--- src/rtl/rtc_pkg.sv ---
package rtc_pkg;
  typedef enum logic [2:0] {
    ST_OFS_A = 3'd0,
    ST_OFS_B = 3'd1,
    ST_LVL   = 3'd2,
    ST_PH    = 3'd3,
    ST_DONE  = 3'd4
  } cal_st_t;

  localparam int NUM_TRIMS = 4;
endpackage

--- src/rtl/rtc_sar.sv ---
module rtc_sar #(
  parameter int W = 6,
  parameter int N = 64
) (
  input  logic         clk,
  input  logic         rst_n,
  input  logic         abort,
  input  logic         start,
  input  logic         s_valid,
  input  logic         s_bit,
  output logic [W-1:0] code,
  output logic         busy,
  output logic         fin
);
  localparam int CW = $clog2(N);
  localparam int IW = $clog2(W);
  localparam logic [W-1:0] MID = {1'b1, {(W-1){1'b0}}};

  logic [CW-1:0] cnt;
  logic [CW:0]   ones, ones_tot;
  logic [IW-1:0] idx;
  logic          last, high;
  logic [W-1:0]  nxt;

  assign last     = (cnt == CW'(N-1));
  assign ones_tot = ones + {{CW{1'b0}}, s_bit};
  assign high     = ones_tot > (CW+1)'(N/2);

  // resolve the current bit and arm the next lower one
  always_comb begin
    nxt = code;
    if (high) nxt[idx] = 1'b0;
    if (idx != '0) nxt[idx - 1'b1] = 1'b1;
  end

  always_ff @(posedge clk or negedge rst_n) begin
    if (!rst_n) begin
      code <= MID;
      busy <= 1'b0;
      fin  <= 1'b0;
      cnt  <= '0;
      ones <= '0;
      idx  <= IW'(W-1);
    end else begin
      fin <= 1'b0;
      if (abort) begin
        busy <= 1'b0;
      end else if (start) begin
        code <= MID;
        idx  <= IW'(W-1);
        cnt  <= '0;
        ones <= '0;
        busy <= 1'b1;
      end else if (busy && s_valid) begin
        if (last) begin
          cnt  <= '0;
          ones <= '0;
          code <= nxt;
          if (idx == '0) begin
            busy <= 1'b0;
            fin  <= 1'b1;
          end else begin
            idx <= idx - 1'b1;
          end
        end else begin
          cnt  <= cnt + 1'b1;
          ones <= ones_tot;
        end
      end
    end
  end
endmodule

--- src/rtl/rtc_level.sv ---
module rtc_level #(
  parameter int W   = 6,
  parameter int WIN = 1024,
  parameter int TOL = 16
) (
  input  logic         clk,
  input  logic         rst_n,
  input  logic         abort,
  input  logic         start,
  input  logic         s_valid,
  input  logic         s_bit,
  output logic [W-1:0] code,
  output logic         busy,
  output logic         fin
);
  localparam int CW = $clog2(WIN);
  localparam int HI_LIM = WIN/2 + TOL;
  localparam int LO_LIM = WIN/2 - TOL;
  localparam logic [W-1:0] MID  = {1'b1, {(W-1){1'b0}}};
  localparam logic [W-1:0] CMAX = {W{1'b1}};

  logic [CW-1:0] cnt;
  logic [CW:0]   ones, ones_tot;
  logic          last, too_hi, too_lo;

  assign last     = (cnt == CW'(WIN-1));
  assign ones_tot = ones + {{CW{1'b0}}, s_bit};
  assign too_hi   = int'(ones_tot) > HI_LIM;
  assign too_lo   = int'(ones_tot) < LO_LIM;

  always_ff @(posedge clk or negedge rst_n) begin
    if (!rst_n) begin
      code <= MID;
      busy <= 1'b0;
      fin  <= 1'b0;
      cnt  <= '0;
      ones <= '0;
    end else begin
      fin <= 1'b0;
      if (abort) begin
        busy <= 1'b0;
      end else if (start) begin
        code <= MID;
        cnt  <= '0;
        ones <= '0;
        busy <= 1'b1;
      end else if (busy && s_valid) begin
        if (last) begin
          cnt  <= '0;
          ones <= '0;
          if (too_hi && code != '0) begin
            code <= code - 1'b1;
          end else if (too_lo && code != CMAX) begin
            code <= code + 1'b1;
          end else begin
            busy <= 1'b0;
            fin  <= 1'b1;
          end
        end else begin
          cnt  <= cnt + 1'b1;
          ones <= ones_tot;
        end
      end
    end
  end
endmodule

--- src/rtl/rtc_phase.sv ---
module rtc_phase #(
  parameter int W   = 6,
  parameter int WIN = 8
) (
  input  logic         clk,
  input  logic         rst_n,
  input  logic         abort,
  input  logic         start,
  input  logic         s_valid,
  input  logic         s_err,
  output logic [W-1:0] code,
  output logic         busy,
  output logic         fin
);
  localparam int CW = (WIN > 1) ? $clog2(WIN) : 1;
  localparam logic [W-1:0] MID  = {1'b1, {(W-1){1'b0}}};
  localparam logic [W-1:0] CMAX = {W{1'b1}};

  logic [CW-1:0] cnt;
  logic [W-1:0]  lo, hi, lo_n, hi_n;
  logic          found, found_n, err_seen, last, pass;
  logic [W:0]    mid_sum;

  assign last    = (cnt == CW'(WIN-1));
  assign pass    = !(err_seen || s_err);
  assign lo_n    = (pass && !found) ? code : lo;
  assign hi_n    = pass ? code : hi;
  assign found_n = found || pass;
  assign mid_sum = {1'b0, lo_n} + {1'b0, hi_n};

  always_ff @(posedge clk or negedge rst_n) begin
    if (!rst_n) begin
      code     <= MID;
      busy     <= 1'b0;
      fin      <= 1'b0;
      cnt      <= '0;
      lo       <= '0;
      hi       <= '0;
      found    <= 1'b0;
      err_seen <= 1'b0;
    end else begin
      fin <= 1'b0;
      if (abort) begin
        busy <= 1'b0;
      end else if (start) begin
        code     <= '0;
        cnt      <= '0;
        found    <= 1'b0;
        err_seen <= 1'b0;
        busy     <= 1'b1;
      end else if (busy && s_valid) begin
        if (last) begin
          cnt      <= '0;
          err_seen <= 1'b0;
          lo       <= lo_n;
          hi       <= hi_n;
          found    <= found_n;
          if (code == CMAX) begin
            busy <= 1'b0;
            fin  <= 1'b1;
            code <= found_n ? mid_sum[W:1] : MID;
          end else begin
            code <= code + 1'b1;
          end
        end else begin
          cnt      <= cnt + 1'b1;
          err_seen <= err_seen || s_err;
        end
      end
    end
  end
endmodule

--- src/rtl/rx_trim_cal.sv ---
module rx_trim_cal
  import rtc_pkg::*;
#(
  parameter int CODE_W  = 6,
  parameter int OFS_N   = 64,
  parameter int LVL_WIN = 1024,
  parameter int LVL_TOL = 16,
  parameter int PH_WIN  = 8
) (
  input  logic              clk,
  input  logic              rst_n,
  input  logic              recal,
  input  logic              smp_valid,
  input  logic [1:0]        smp_bit,
  input  logic              smp_err,
  input  logic [3:0]        frc_en,
  input  logic [CODE_W-1:0] frc_ofs_a,
  input  logic [CODE_W-1:0] frc_ofs_b,
  input  logic [CODE_W-1:0] frc_lvl,
  input  logic [CODE_W-1:0] frc_ph,
  output logic [CODE_W-1:0] trim_ofs_a,
  output logic [CODE_W-1:0] trim_ofs_b,
  output logic [CODE_W-1:0] trim_lvl,
  output logic [CODE_W-1:0] trim_ph,
  output logic              null_in,
  output logic              cal_done
);
  cal_st_t                   st;
  logic                      launched;
  logic [1:0]                st_idx;
  logic [NUM_TRIMS-1:0]      eng_start, eng_abort, eng_busy, eng_fin;
  logic [CODE_W-1:0]         raw [NUM_TRIMS];

  assign st_idx = st[1:0];

  // one start pulse per stage, suppressed when the stage is forced
  always_comb begin
    eng_start = '0;
    if (st != ST_DONE && !launched && !frc_en[st_idx] && !recal)
      eng_start[st_idx] = 1'b1;
  end
  assign eng_abort = {NUM_TRIMS{recal}} | frc_en;

  genvar g;
  generate
    for (g = 0; g < 2; g++) begin : g_ofs
      rtc_sar #(.W(CODE_W), .N(OFS_N)) u_sar (
        .clk(clk), .rst_n(rst_n), .abort(eng_abort[g]), .start(eng_start[g]),
        .s_valid(smp_valid), .s_bit(smp_bit[g]),
        .code(raw[g]), .busy(eng_busy[g]), .fin(eng_fin[g])
      );
    end
  endgenerate

  rtc_level #(.W(CODE_W), .WIN(LVL_WIN), .TOL(LVL_TOL)) u_lvl (
    .clk(clk), .rst_n(rst_n), .abort(eng_abort[2]), .start(eng_start[2]),
    .s_valid(smp_valid), .s_bit(smp_bit[0]),
    .code(raw[2]), .busy(eng_busy[2]), .fin(eng_fin[2])
  );

  rtc_phase #(.W(CODE_W), .WIN(PH_WIN)) u_ph (
    .clk(clk), .rst_n(rst_n), .abort(eng_abort[3]), .start(eng_start[3]),
    .s_valid(smp_valid), .s_err(smp_err),
    .code(raw[3]), .busy(eng_busy[3]), .fin(eng_fin[3])
  );

  always_ff @(posedge clk or negedge rst_n) begin
    if (!rst_n) begin
      st       <= ST_OFS_A;
      launched <= 1'b0;
    end else if (recal) begin
      st       <= ST_OFS_A;
      launched <= 1'b0;
    end else if (st != ST_DONE) begin
      if (frc_en[st_idx] || (launched && eng_fin[st_idx])) begin
        st       <= cal_st_t'(st + 3'd1);
        launched <= 1'b0;
      end else if (!launched) begin
        launched <= 1'b1;
      end
    end
  end

  assign trim_ofs_a = frc_en[0] ? frc_ofs_a : raw[0];
  assign trim_ofs_b = frc_en[1] ? frc_ofs_b : raw[1];
  assign trim_lvl   = frc_en[2] ? frc_lvl   : raw[2];
  assign trim_ph    = frc_en[3] ? frc_ph    : raw[3];
  assign null_in    = (st == ST_OFS_A) || (st == ST_OFS_B);
  assign cal_done   = (st == ST_DONE);
endmodule

--- config.mk ---
export PLATFORM = sky130hd
export DESIGN_NAME = rx_trim_cal
export DESIGN_NICKNAME = d
export VERILOG_FILES = /design/src/rtl/rtc_pkg.sv /design/src/rtl/rtc_sar.sv /design/src/rtl/rtc_level.sv /design/src/rtl/rtc_phase.sv /design/src/rtl/rx_trim_cal.sv
export SDC_FILE = /design/constraint.sdc
export NUM_CORES = 1
export LEC_CHECK = 0
export BUFFER_PORTS_ARGS = -buffer_cell sky130_fd_sc_hd__buf_2
export CAP_MARGIN = 15
export CORE_MARGIN = 5
export CORE_UTILIZATION = 33
export DETAILED_ROUTE_END_ITERATION = 8
export GPL_TIMING_DRIVEN = 0
export HOLD_SLACK_MARGIN = 0.03
export SLEW_MARGIN = 20
export SYNTH_ARGS = -nofsm -noshare
export SYNTH_HDL_FRONTEND = slang
export SYNTH_SLANG_ARGS = --single-unit
export TNS_END_PERCENT = 20
--- constraint.sdc ---
create_clock -name clk -period 7.6 [get_ports clk]
set_clock_uncertainty 0.15 [all_clocks]
set_input_delay 0.76 -clock clk [delete_from_list [all_inputs] [get_ports clk]]
set_output_delay 0.76 -clock clk [all_outputs]
set_load 0.01 [all_outputs]
==> results of run 1 <==
-- worst max-delay path: stages --
cell and delay (ns):
buf_2 0.11, ha_1 0.24, ha_1 0.29, nand2_1 0.15, nor4_1 0.30, xnor2_1 0.27
nand4_1 0.22, and2_1 0.29, ha_1 0.30, a21o_1 0.16, a21oi_1 0.23, o21ai_0 0.25
o311a_1 0.34, o22a_1 0.19
-- cell type report --
type                    instances  share of cell area [%]
multi-input cells             567                   49.46
inverters                      22                   1.077
flip-flops and latches        106                   34.71
repair buffers                 58                   4.160
clock inverters                 6                   1.484
clock buffers                  10                   3.116
well taps                     270                   4.405
plain buffers                  27                   1.582
-- sequential cells by signal (all words and copies together), names as in the netlist --
| register | count |
|---|---|
| g_ofs.u_sar.ones | 14 |
| u_lvl.ones | 11 |
| u_ph.busy | 1 |
| launched | 1 |
| u_ph.err_seen | 1 |
| u_lvl.fin | 1 |
| u_lvl.code | 6 |
| u_lvl.cnt | 10 |
| g_ofs.u_sar.cnt | 12 |
| u_ph.cnt | 3 |
| u_ph.code | 6 |
| g_ofs.u_sar.idx | 6 |
| u_ph.hi | 6 |
| u_lvl.busy | 1 |
| g_ofs.u_sar.fin | 2 |
| u_ph.lo | 6 |
| g_ofs.u_sar.busy | 2 |
| u_ph.found | 1 |
| g_ofs.u_sar.code | 12 |
| u_ph.fin | 1 |
| st | 3 |
-- Yosys cell counts (all sizes together) (12+ instances only) --
library cell	number
xor2	16
inv	22
xnor2	12
nor2	58
a21oi	33
nand2	92
mux2	41
clkbuf	18
nand3	25
ha	29
nor3	19
dfrtp	98
a22o	14
o21ai	70
-- stage by stage --
stage / setup slack, ns / instance area [um2] / power, mW / instances / hold WS, ns
after floorplan: 3.838 / 6660 / 1.043 / 722 / 0.3057
after global placement: 3.306 / 7283 / 1.172 / 1049 / 0.3269
after detailed placement: 3.253 / 7317 / 1.179 / 1050 / 0.3383
after CTS: 3.641 / 7670 / 1.739 / 1066 / 0.1228
after global routing: 3.321 / 7670 / 1.839 / 1066 / 0.1427
final: 3.640 / 7670 / 1.719 / 1066 / 0.1231
-- how the worst max path moves through the flow --
stage               start                        end  slack, ns  cells after the start
3_3_place_gp   smp_bit[0]  u_lvl.code[5]$_DFFE_PN1P_       3.31                     14
6_report       smp_bit[0]  u_lvl.code[5]$_DFFE_PN1P_       3.64                     14
4_1_cts        smp_bit[0]  u_lvl.code[5]$_DFFE_PN1P_       3.64                     14
2_1_floorplan  smp_bit[0]  u_lvl.code[5]$_DFFE_PN1P_       3.84                     13
5_1_grt        smp_bit[0]  u_lvl.code[5]$_DFFE_PN1P_       3.32                     14
3_5_place_dp   smp_bit[0]  u_lvl.code[5]$_DFFE_PN1P_       3.25                     14
-- cell families after synthesis --
kind of cell	Yosys count
multiplexers	44
buffers and inverters	49
flip-flops	106
XOR/XNOR	28
adder cells (fa/ha/maj)	31
AO/OA/AOI/OAI	197
AND/OR/NAND/NOR	267
-- layer usage --
metal  track usage [%]  vias to the layer above  wire [um]
li1                  -                     2794          -
met1             18.49                     2655       7493
met2             21.02                       86       6806
met3             3.214                        7        509
met4             2.568                        2        119
met5                 0                        -          7
-- where the power goes --
group | total (mW) | internal [mW] | switching, mW
combinational | 0.454 | 0.186 | 0.267
clock | 0.552 | 0.332 | 0.220
sequential | 0.714 | 0.634 | 0.0801
total | 1.72 | 1.15 | 0.568
==> impl_metrics.py, run 1 <==
metrics = {
    "drt": {
        "drt_iter0_drc": 349,
        "via_count": 5544,
        "avgViaCountPerCell": 5.201,
        "ant_nets": 0,
        "first_pass_iters": 5,
        "wl_per_cell_um": 14.01,
        "drt_wl_total_um": 14940,
        "drc_errors": 0,
    },
    "timing": {
        "setup_viol": 0,
        "slew_viol_final": 0,
        "period_share_pct": 52.11,
        "tns_ns": 0,
        "rsz0062_at_grt": "false",
        "period_minus_slack_ns": 3.960,
        "max-slew-margin-rel_pct": 43.97,
        "tightest_slew_ns": 0.8328,
        "fmaxAchievable_mhz": 252.5,
        "final_hold_viol_count": 0,
    },
    "critical_path": {
        "reg2reg_slack_ns": 3.80,
        "reg2regPathDepth": 13,
        "required_ns": 7.74,
        "critPathKind": "input port to flip-flop",
        "start_kind": "input port",
        "crit_path_max_fanout": 6,
        "r2r-start": "u_lvl.ones[0]$_DFFE_PN0P_",
        "timing.rr.end": "u_lvl.code[5]$_DFFE_PN1P_",
        "endpoint_kind": "flip-flop",
        "worstPathArrival_ns": 4.10,
    },
    "final_layout": {
        "multi_input_area_um2": 3794,
        "final_util_pct": 38.27,
        "most-common-layout-cells": "98 x dfrtp_1, 90 x nand2_1, 68 x o21ai_0",
        "fill_cells": 2047,
        "nNetsFinal": 857,
        "syn_to_final_growth_pct": 15.16,
        "regArea_um2": 2663,
        "layout_commonest_cell": "dfrtp_1",
        "diodes": 0,
        "layout-drive-gt1-share_pct": 18.84,
    },
    "grt": {
        "grt_pass1_wl_um": 25960,
        "grt_overflow_total": 0,
        "grt_max_degree": 78,
        "track_usage_pct": 13.21,
        "grt_pass1_vias": 5251,
        "antenna_found_initial": 1,
    },
    "power_and_ir_drop": {
        "pwr_density_cell_nw_per_um2": 224.1,
        "leakage_nw": 3.452,
        "vdd_ir_drop_max_uv": 122.2,
    },
    "clock_tree": {
        "cts_buffers": 9,
        "clk_pin_slew_worst_paths_ns": 0.08,
        "cts-root-buf": "clkbuf_16",
        "postCtsSetupRepairBufs": 0,
        "cts_tree": "done",
        "cts.hold.buffers_added": 0,
        "htreeDepth": 3,
        "cts.repair.resized": 0,
        "clock_path_buffers": 2,
        "cts.sinks": 106,
        "clk-insertion-delay-late_ns": 0.35,
    },
    "placement": {
        "hpwlAfterDp_um": 10770,
        "gp_congestion": 0.8373,
        "port_buffers": 57,
    },
    "logic_synthesis": {
        "synth_top_cell_area_share_pct": 36.82,
        "seq_area_frac_synth_pct": 39.98,
        "syn_area_um2": 6660,
        "netlist_instances": 722,
        "synth-adder-area-share_pct": 6.049,
        "synth_top_family_by_area": "simple AND/OR/NAND/NOR gates",
        "synth_simple_gate_area_share_pct": 19.89,
        "async_flop_share_pct": 100.0,
        "yosys-top-cells-area": "dfrtp_1 37%, mux2_2 6.9%, ha_1 5.4%, o21ai_0 5.1%, nand2_1 5.1%",
        "synth_nets": 788,
        "synthXorXnorAreaFrac_pct": 3.682,
        "netlist.top_cell.by_area": "dfrtp_1",
        "synthMuxAreaShare_pct": 7.759,
        "yosysWarningCount": 0,
        "synth_ff_type": "dfrtp_1",
        "yosysUniqueCellTypes": 74,
        "synth-compound-area-share_pct": 19.58,
        "syn_avg_cell_area_um2": 9.225,
        "ys_ff_latch": 106,
        "synth_edf_count": 0,
    },
    "floorplan": {
        "die_area_um2": 23120,
        "initial_core_util_pct": 33.24,
        "rows": 52,
        "die_h_um": 152.1,
        "die_w_um": 152.1,
        "coreArea_um2": 20040,
        "ios": 61,
    },
    "hold_path": {
        "hp-class": "input port to async pin",
    },
    "outcome": {
        "status": "finished clean",
    },
    "run": {
        "maxCapViolations": 0,
    },
}
(Power assumes the default switching activity.)
==> inputs of run 2 (changes only) <==
==> constraint.sdc (replaced) <==
create_clock -name clk -period 3.7 [get_ports clk]
set_clock_uncertainty 0.15 [all_clocks]
set_input_delay 0.37 -clock clk [delete_from_list [all_inputs] [get_ports clk]]
set_output_delay 0.37 -clock clk [all_outputs]
set_load 0.01 [all_outputs]
==> run 2 against run 1 <==
Via count is 0.25% higher. First-iteration DRC count is 15% lower. Cell count is 0.28% higher. Final area is 0.77% higher. Sequential power is 110% higher. Clock-buffer cell count stayed put. Largest cell class unchanged. Critical path depth is 1 lower.
==> impl_metrics.py, run 2 (same netlist as run 1, synthesis figures left out) <==
metrics = {
    "drt": {
        "drc_errors": 0,
        "drt_wl_total_um": 15040,
        "via_count": 5558,
        "first_pass_iters": 5,
        "ant_nets": 0,
        "drt_iter0_drc": 295,
        "avgViaCountPerCell": 5.199,
        "wl_per_cell_um": 14.07,
    },
    "final_layout": {
        "reg_top3": "g_ofs.u_sar.ones x14, g_ofs.u_sar.cnt x12, g_ofs.u_sar.code x12",
        "fill_cells": 2049,
        "syn_to_final_growth_pct": 16.04,
        "most-common-layout-cells": "98 x dfrtp_1, 90 x nand2_1, 67 x o21ai_0",
        "nNetsFinal": 860,
        "regMostFlops": "g_ofs.u_sar.ones",
        "diodes": 0,
        "fin_cells": 1069,
        "largest_reg_flops": 14,
        "layout-drive-gt1-share_pct": 19.77,
        "final_util_pct": 38.57,
        "layout_commonest_cell": "dfrtp_1",
    },
    "grt": {
        "grt_max_degree": 78,
        "grt_overflow_total": 0,
        "grt_pass1_vias": 5261,
        "track_usage_pct": 13.22,
        "antenna_found_initial": 1,
        "grt_pass1_wl_um": 25990,
    },
    "clock_tree": {
        "clock_path_buffers": 2,
        "htreeDepth": 3,
        "cts_tree": "done",
        "clk_pin_slew_worst_paths_ns": 0.08,
        "clk-insertion-delay-late_ns": 0.36,
        "cts.sinks": 106,
        "cts_buffers": 9,
        "cts-root-buf": "clkbuf_16",
    },
    "floorplan": {
        "coreArea_um2": 20040,
        "rows": 52,
        "ios": 61,
        "die_area_um2": 23120,
        "die_h_um": 152.1,
        "die_w_um": 152.1,
        "initial_core_util_pct": 33.24,
    },
    "critical_path": {
        "required_ns": 3.84,
        "crit_path_max_fanout": 6,
        "endpoint_kind": "flip-flop",
        "critPathKind": "flip-flop to flip-flop",
        "start_kind": "flip-flop",
        "worstPathArrival_ns": 3.62,
    },
    "hold_path": {
        "hp-class": "input port to flip-flop",
    },
    "timing": {
        "period_minus_slack_ns": 3.470,
        "final_hold_viol_count": 0,
        "max-slew-margin-rel_pct": 43.87,
        "period_share_pct": 93.79,
        "rsz0062_at_grt": "false",
        "setup_viol": 0,
        "slew_viol_final": 0,
        "tightest_slew_ns": 0.8343,
        "fmaxAchievable_mhz": 288.2,
    },
    "run": {
        "maxCapViolations": 0,
    },
    "outcome": {
        "status": "finished clean",
    },
    "power_and_ir_drop": {
        "pwr_density_cell_nw_per_um2": 458.3,
        "leakage_nw": 3.478,
        "vdd_ir_drop_max_uv": 252.0,
    },
    "placement": {
        "hpwlAfterDp_um": 10770,
        "dp.cells": 1050,
        "port_buffers": 57,
        "gp_congestion": 0.8373,
    },
}
## run 2: changes by cell type in the layout (fill, tap and decap cells not counted), sizes merged
| cell | previous run | this run |
|---|---|---|
| buf | 67 | 69 |
| dlygate4sd3 | 0 | 1 |
## run 2: worst max-delay path, cell delays in order (launching register included)
cell and delay, ns:
dfrtp_1 0.39, ha_2 0.21, ha_2 0.29, a2111oi_1 0.39, a21oi_1 0.07, o221ai_1 0.20
nand4_1 0.15, and2_2 0.26, ha_1 0.28, a21o_1 0.17, a21oi_2 0.18, o21ai_1 0.16
o311a_1 0.31, o22a_1 0.19
## run 2: what timing repair did
item / 4_1_cts / 5_1_grt
hold endpoints to repair: 29 / 0
pin swaps: 0 / 2
gates resized for setup: 2 / 7
buffers inserted: 0 / 2
hold buffers: 1 / 0
setup endpoints to repair: 1 / 2
## run 2: stage by stage
step                hold WS [ns]  setup WS [ns]  area (um2)  total power [mW]  setup TNS, ns
detailed placement        0.1238        -0.2570        7317             2.422        -0.2570
global placement          0.3269        -0.2038        7283             2.407        -0.2038
floorplan               -0.07559         0.3276        6660             2.142              0
finish                    0.2130         0.2297        7729             3.542              0
global route              0.2336        0.03672        7729             3.787              0
CTS                       0.1967       0.008209        7682             3.574              0
## run 2: report_power, final
part | leakage, nW | internal [mW] | switching, mW | total (mW)
logic | 1.92 | 0.390 | 0.550 | 0.939
clock network | 0.165 | 0.682 | 0.455 | 1.14
registers | 1.39 | 1.30 | 0.165 | 1.47
total | 3.48 | 2.37 | 1.17 | 3.54
## run 2: layout make-up
| cell class | count | area [um2] | area share, % |
|---|---|---|---|
| multi-input combinational | 567 | 3827 | 49.52 |
| sequential | 106 | 2663 | 34.45 |
| timing repair buffer | 61 | 344.1 | 4.452 |
| tap | 270 | 337.8 | 4.371 |
| clock buffer | 10 | 239.0 | 3.092 |
| buffer | 27 | 121.4 | 1.570 |
| clock inverter | 6 | 113.9 | 1.473 |
| inverter | 22 | 82.58 | 1.068 |
## run 2: layer usage
metal	vias up	wire length, um	track usage [%]
li1	2801	-	-
met1	2649	7522	18.49
met2	98	6775	21.06
met3	8	596	3.214
met4	2	138	2.568
met5	-	7	0
## run 2: final timing paths
path | from | end | slack, ns | depth (start not counted)
setup / recovery | u_lvl.ones[0]$_DFFE_PN0P_ | u_lvl.code[5]$_DFFE_PN1P_ | 0.23 | 13
hold / removal | recal | u_lvl.busy$_DFFE_PN0P_ | 0.21 | 3
setup reg to reg | u_lvl.ones[0]$_DFFE_PN0P_ | u_lvl.code[5]$_DFFE_PN1P_ | 0.23 | 13
hold reg to reg | g_ofs[0].u_sar.code[3]$_DFFE_PN0P_ | g_ofs[0].u_sar.code[3]$_DFFE_PN0P_ | 0.35 | 2
max in group asynchronous | rst_n | u_lvl.code[5]$_DFFE_PN1P_ | 2.38 | 3
min in group asynchronous | rst_n | g_ofs[1].u_sar.ones[6]$_DFFE_PN0P_ | 0.30 | 2
==> inputs of run 3 (changes only) <==
--- a/config.mk
+++ b/config.mk
@@ -12,6 +12,7 @@
 export DETAILED_ROUTE_END_ITERATION = 8
 export GPL_TIMING_DRIVEN = 0
 export HOLD_SLACK_MARGIN = 0.03
+export RECOVER_POWER = 100
 export SLEW_MARGIN = 20
 export SYNTH_ARGS = -nofsm -noshare
 export SYNTH_HDL_FRONTEND = slang
==> run 3 against run 2 <==
The flow now finishes with violations (max-capacitance violations, max-slew violations). Worst setup slack got worse by 0.0097 ns. Non-clock buffer count is the same. Die area unchanged. Maximum frequency shrank 0.28%. Clock power is essentially flat. Global-route usage is the same. Clock-buffer cell count did not move. First-iteration DRC count is 22% higher. Final area shrank 0.89%. Combinational power decreased by 2.2%. Largest power group unchanged. Power decreased by 0.69%.
==> impl_metrics.py, run 3 (same netlist as run 1, synthesis figures left out) <==
metrics = {
    "floorplan": {
        "die_area_um2": 23120,
        "ios": 61,
        "coreArea_um2": 20040,
        "die_w_um": 152.1,
        "rows": 52,
        "die_h_um": 152.1,
        "initial_core_util_pct": 33.24,
    },
    "placement": {
        "dpl_cell_area_um2": 7317,
        "port_buffers": 57,
        "gp_congestion": 0.8373,
        "hpwlAfterDp_um": 10770,
        "pre_cts_ws_ns": -0.2570,
    },
    "clock_tree": {
        "cts-root-buf": "clkbuf_16",
        "cts_buffers": 9,
        "clk-insertion-delay-late_ns": 0.35,
        "cts_tree": "done",
        "cts.sinks": 106,
        "clk_pin_slew_worst_paths_ns": 0.08,
        "htreeDepth": 3,
        "clock_path_buffers": 2,
    },
    "grt": {
        "antenna_found_initial": 1,
        "track_usage_pct": 13.22,
        "grt_pass1_wl_um": 25990,
        "grt_max_degree": 78,
        "grt_pass1_vias": 5261,
        "grt_overflow_total": 0,
    },
    "drt": {
        "drc_errors": 0,
        "drt_wl_total_um": 15050,
        "first_pass_iters": 7,
        "avgViaCountPerCell": 5.179,
        "drt_iter0_drc": 359,
        "ant_nets": 0,
        "wl_per_cell_um": 14.08,
        "via_count": 5536,
    },
    "critical_path": {
        "worstPathArrival_ns": 3.62,
        "endpoint_kind": "flip-flop",
        "critPathKind": "flip-flop to flip-flop",
        "reg2regPathDepth": 13,
        "crit_path_max_fanout": 6,
        "start_kind": "flip-flop",
        "r2r-start": "u_lvl.ones[0]$_DFFE_PN0P_",
        "crit_start": "u_lvl.ones[0]$_DFFE_PN0P_",
        "required_ns": 3.84,
        "worstSetupEndpoint": "u_lvl.code[5]$_DFFE_PN1P_",
        "reg2reg_slack_ns": 0.22,
        "timing.rr.end": "u_lvl.code[5]$_DFFE_PN1P_",
    },
    "power_and_ir_drop": {
        "vdd_ir_drop_max_uv": 252.9,
        "p_int_mw": 2.352,
        "leakage_nw": 3.381,
        "pwr_density_cell_nw_per_um2": 459.2,
        "switching_share_pct": 33.13,
        "power_frac_clock_pct": 32.3,
        "pwr-share-seq_pct": 41.6,
        "p_comb_share_pct": 26.1,
        "p_switching_mw": 1.165,
    },
    "outcome": {
        "violations": "max-capacitance violations, max-slew violations",
        "status": "complete, but fails checks",
    },
    "timing": {
        "whs_ns": 0.2197,
        "fmaxAchievable_mhz": 287.4,
        "final_hold_viol_count": 0,
        "setup_viol": 0,
        "slew_viol_final": 30,
        "rsz0062_at_grt": "false",
        "max-slew-margin-rel_pct": -17.50,
        "period_minus_slack_ns": 3.480,
        "period_share_pct": 94.05,
        "tightest_slew_ns": 1.762,
        "setup_slack_ns": 0.2200,
    },
    "run": {
        "maxCapViolations": 1,
    },
    "final_layout": {
        "final_util_pct": 38.22,
        "fin_area_um2": 7660,
        "syn_to_final_growth_pct": 15.01,
        "reg_top3": "g_ofs.u_sar.ones x14, g_ofs.u_sar.cnt x12, g_ofs.u_sar.code x12",
        "regMostFlops": "g_ofs.u_sar.ones",
        "layout_commonest_cell": "dfrtp_1",
        "nNetsFinal": 860,
        "layout-drive-gt1-share_pct": 15.14,
        "most-common-layout-cells": "98 x dfrtp_1, 90 x nand2_1, 68 x o21ai_0",
        "diodes": 0,
        "largest_reg_flops": 14,
        "fill_cells": 2064,
    },
    "hold_path": {
        "holdPathStages": 3,
        "hp-class": "input port to flip-flop",
    },
}
[run 3: changes by cell type in the layout (fill, tap and decap cells not counted), sizes merged]
| cell | delta |
|---|---|
| buf | -28 |
| clkbuf | +28 |
[run 3: power groups by stage]
| stage | Sequential (mW) | Combinational (mW) | Clock [mW] |
|---|---|---|---|
| 3_5_place_dp | 1.48 | 0.937 | 0 |
| 3_3_place_gp | 1.48 | 0.924 | 0 |
| 2_1_floorplan | 1.44 | 0.702 | 0 |
| 6_report | 1.46 | 0.918 | 1.14 |
| 4_1_cts | 1.46 | 0.941 | 1.17 |
| 5_1_grt | 1.49 | 1.06 | 1.21 |
[run 3: layout make-up]
type	count	area, um2	area share (%)
repair buffers	61	307.8	4.018
flip-flops and latches	106	2663	34.76
inverters	22	82.58	1.078
clock inverters	6	113.9	1.486
clock buffers	10	239.0	3.120
multi-input cells	567	3799	49.59
well taps	270	337.8	4.410
plain buffers	27	117.6	1.535
[run 3: worst max-delay path, cell delays in order, from the launching register on]
cell,delay [ns]
dfrtp_1,0.39
ha_2,0.21
ha_2,0.29
a2111oi_0,0.41
a21oi_1,0.07
o221ai_1,0.21
nand4_1,0.15
and2_2,0.26
ha_1,0.28
a21o_1,0.17
a21oi_2,0.18
o21ai_1,0.16
o311a_1,0.31
o22a_1,0.19
[run 3: metal layers]
layer	global-route usage, %	wire length (um)	vias up
li1	-	-	2801
met3	3.214	534	7
met4	2.568	119	2
met5	0	7	-
met1	18.49	7585	2629
met2	21.06	6801	97
[run 3: worst min path at each step]
stage,end,start
finish,u_lvl.busy$_DFFE_PN0P_,recal
global placement,g_ofs[0].u_sar.code[1]$_DFFE_PN0P_,g_ofs[0].u_sar.code[1]$_DFFE_PN0P_
detailed placement,g_ofs[1].u_sar.ones[1]$_DFFE_PN0P_,rst_n
global route,u_lvl.busy$_DFFE_PN0P_,recal
floorplan,g_ofs[0].u_sar.busy$_DFFE_PN0P_,rst_n
CTS,u_lvl.busy$_DFFE_PN0P_,recal
[run 3: stage by stage]
| step | instances | setup TNS, ns | total power [mW] |
|---|---|---|---|
| after floorplan | 722 | 0 | 2.142 |
| after global placement | 1049 | -0.2038 | 2.407 |
| after detailed placement | 1050 | -0.2570 | 2.422 |
| after CTS | 1067 | 0 | 3.574 |
| after global routing | 1069 | 0 | 3.761 |
| final | 1069 | 0 | 3.518 |
[run 3: repair_timing]
| item | in CTS | in global routing |
|---|---|---|
| setup buffers | 0 | 2 |
| pin swaps | 0 | 2 |
| hold endpoints to repair | 29 | 0 |
| hold buffers | 1 | 0 |
| endpoints found under the setup margin | 1 | 2 |
| resized for setup | 2 | 7 |
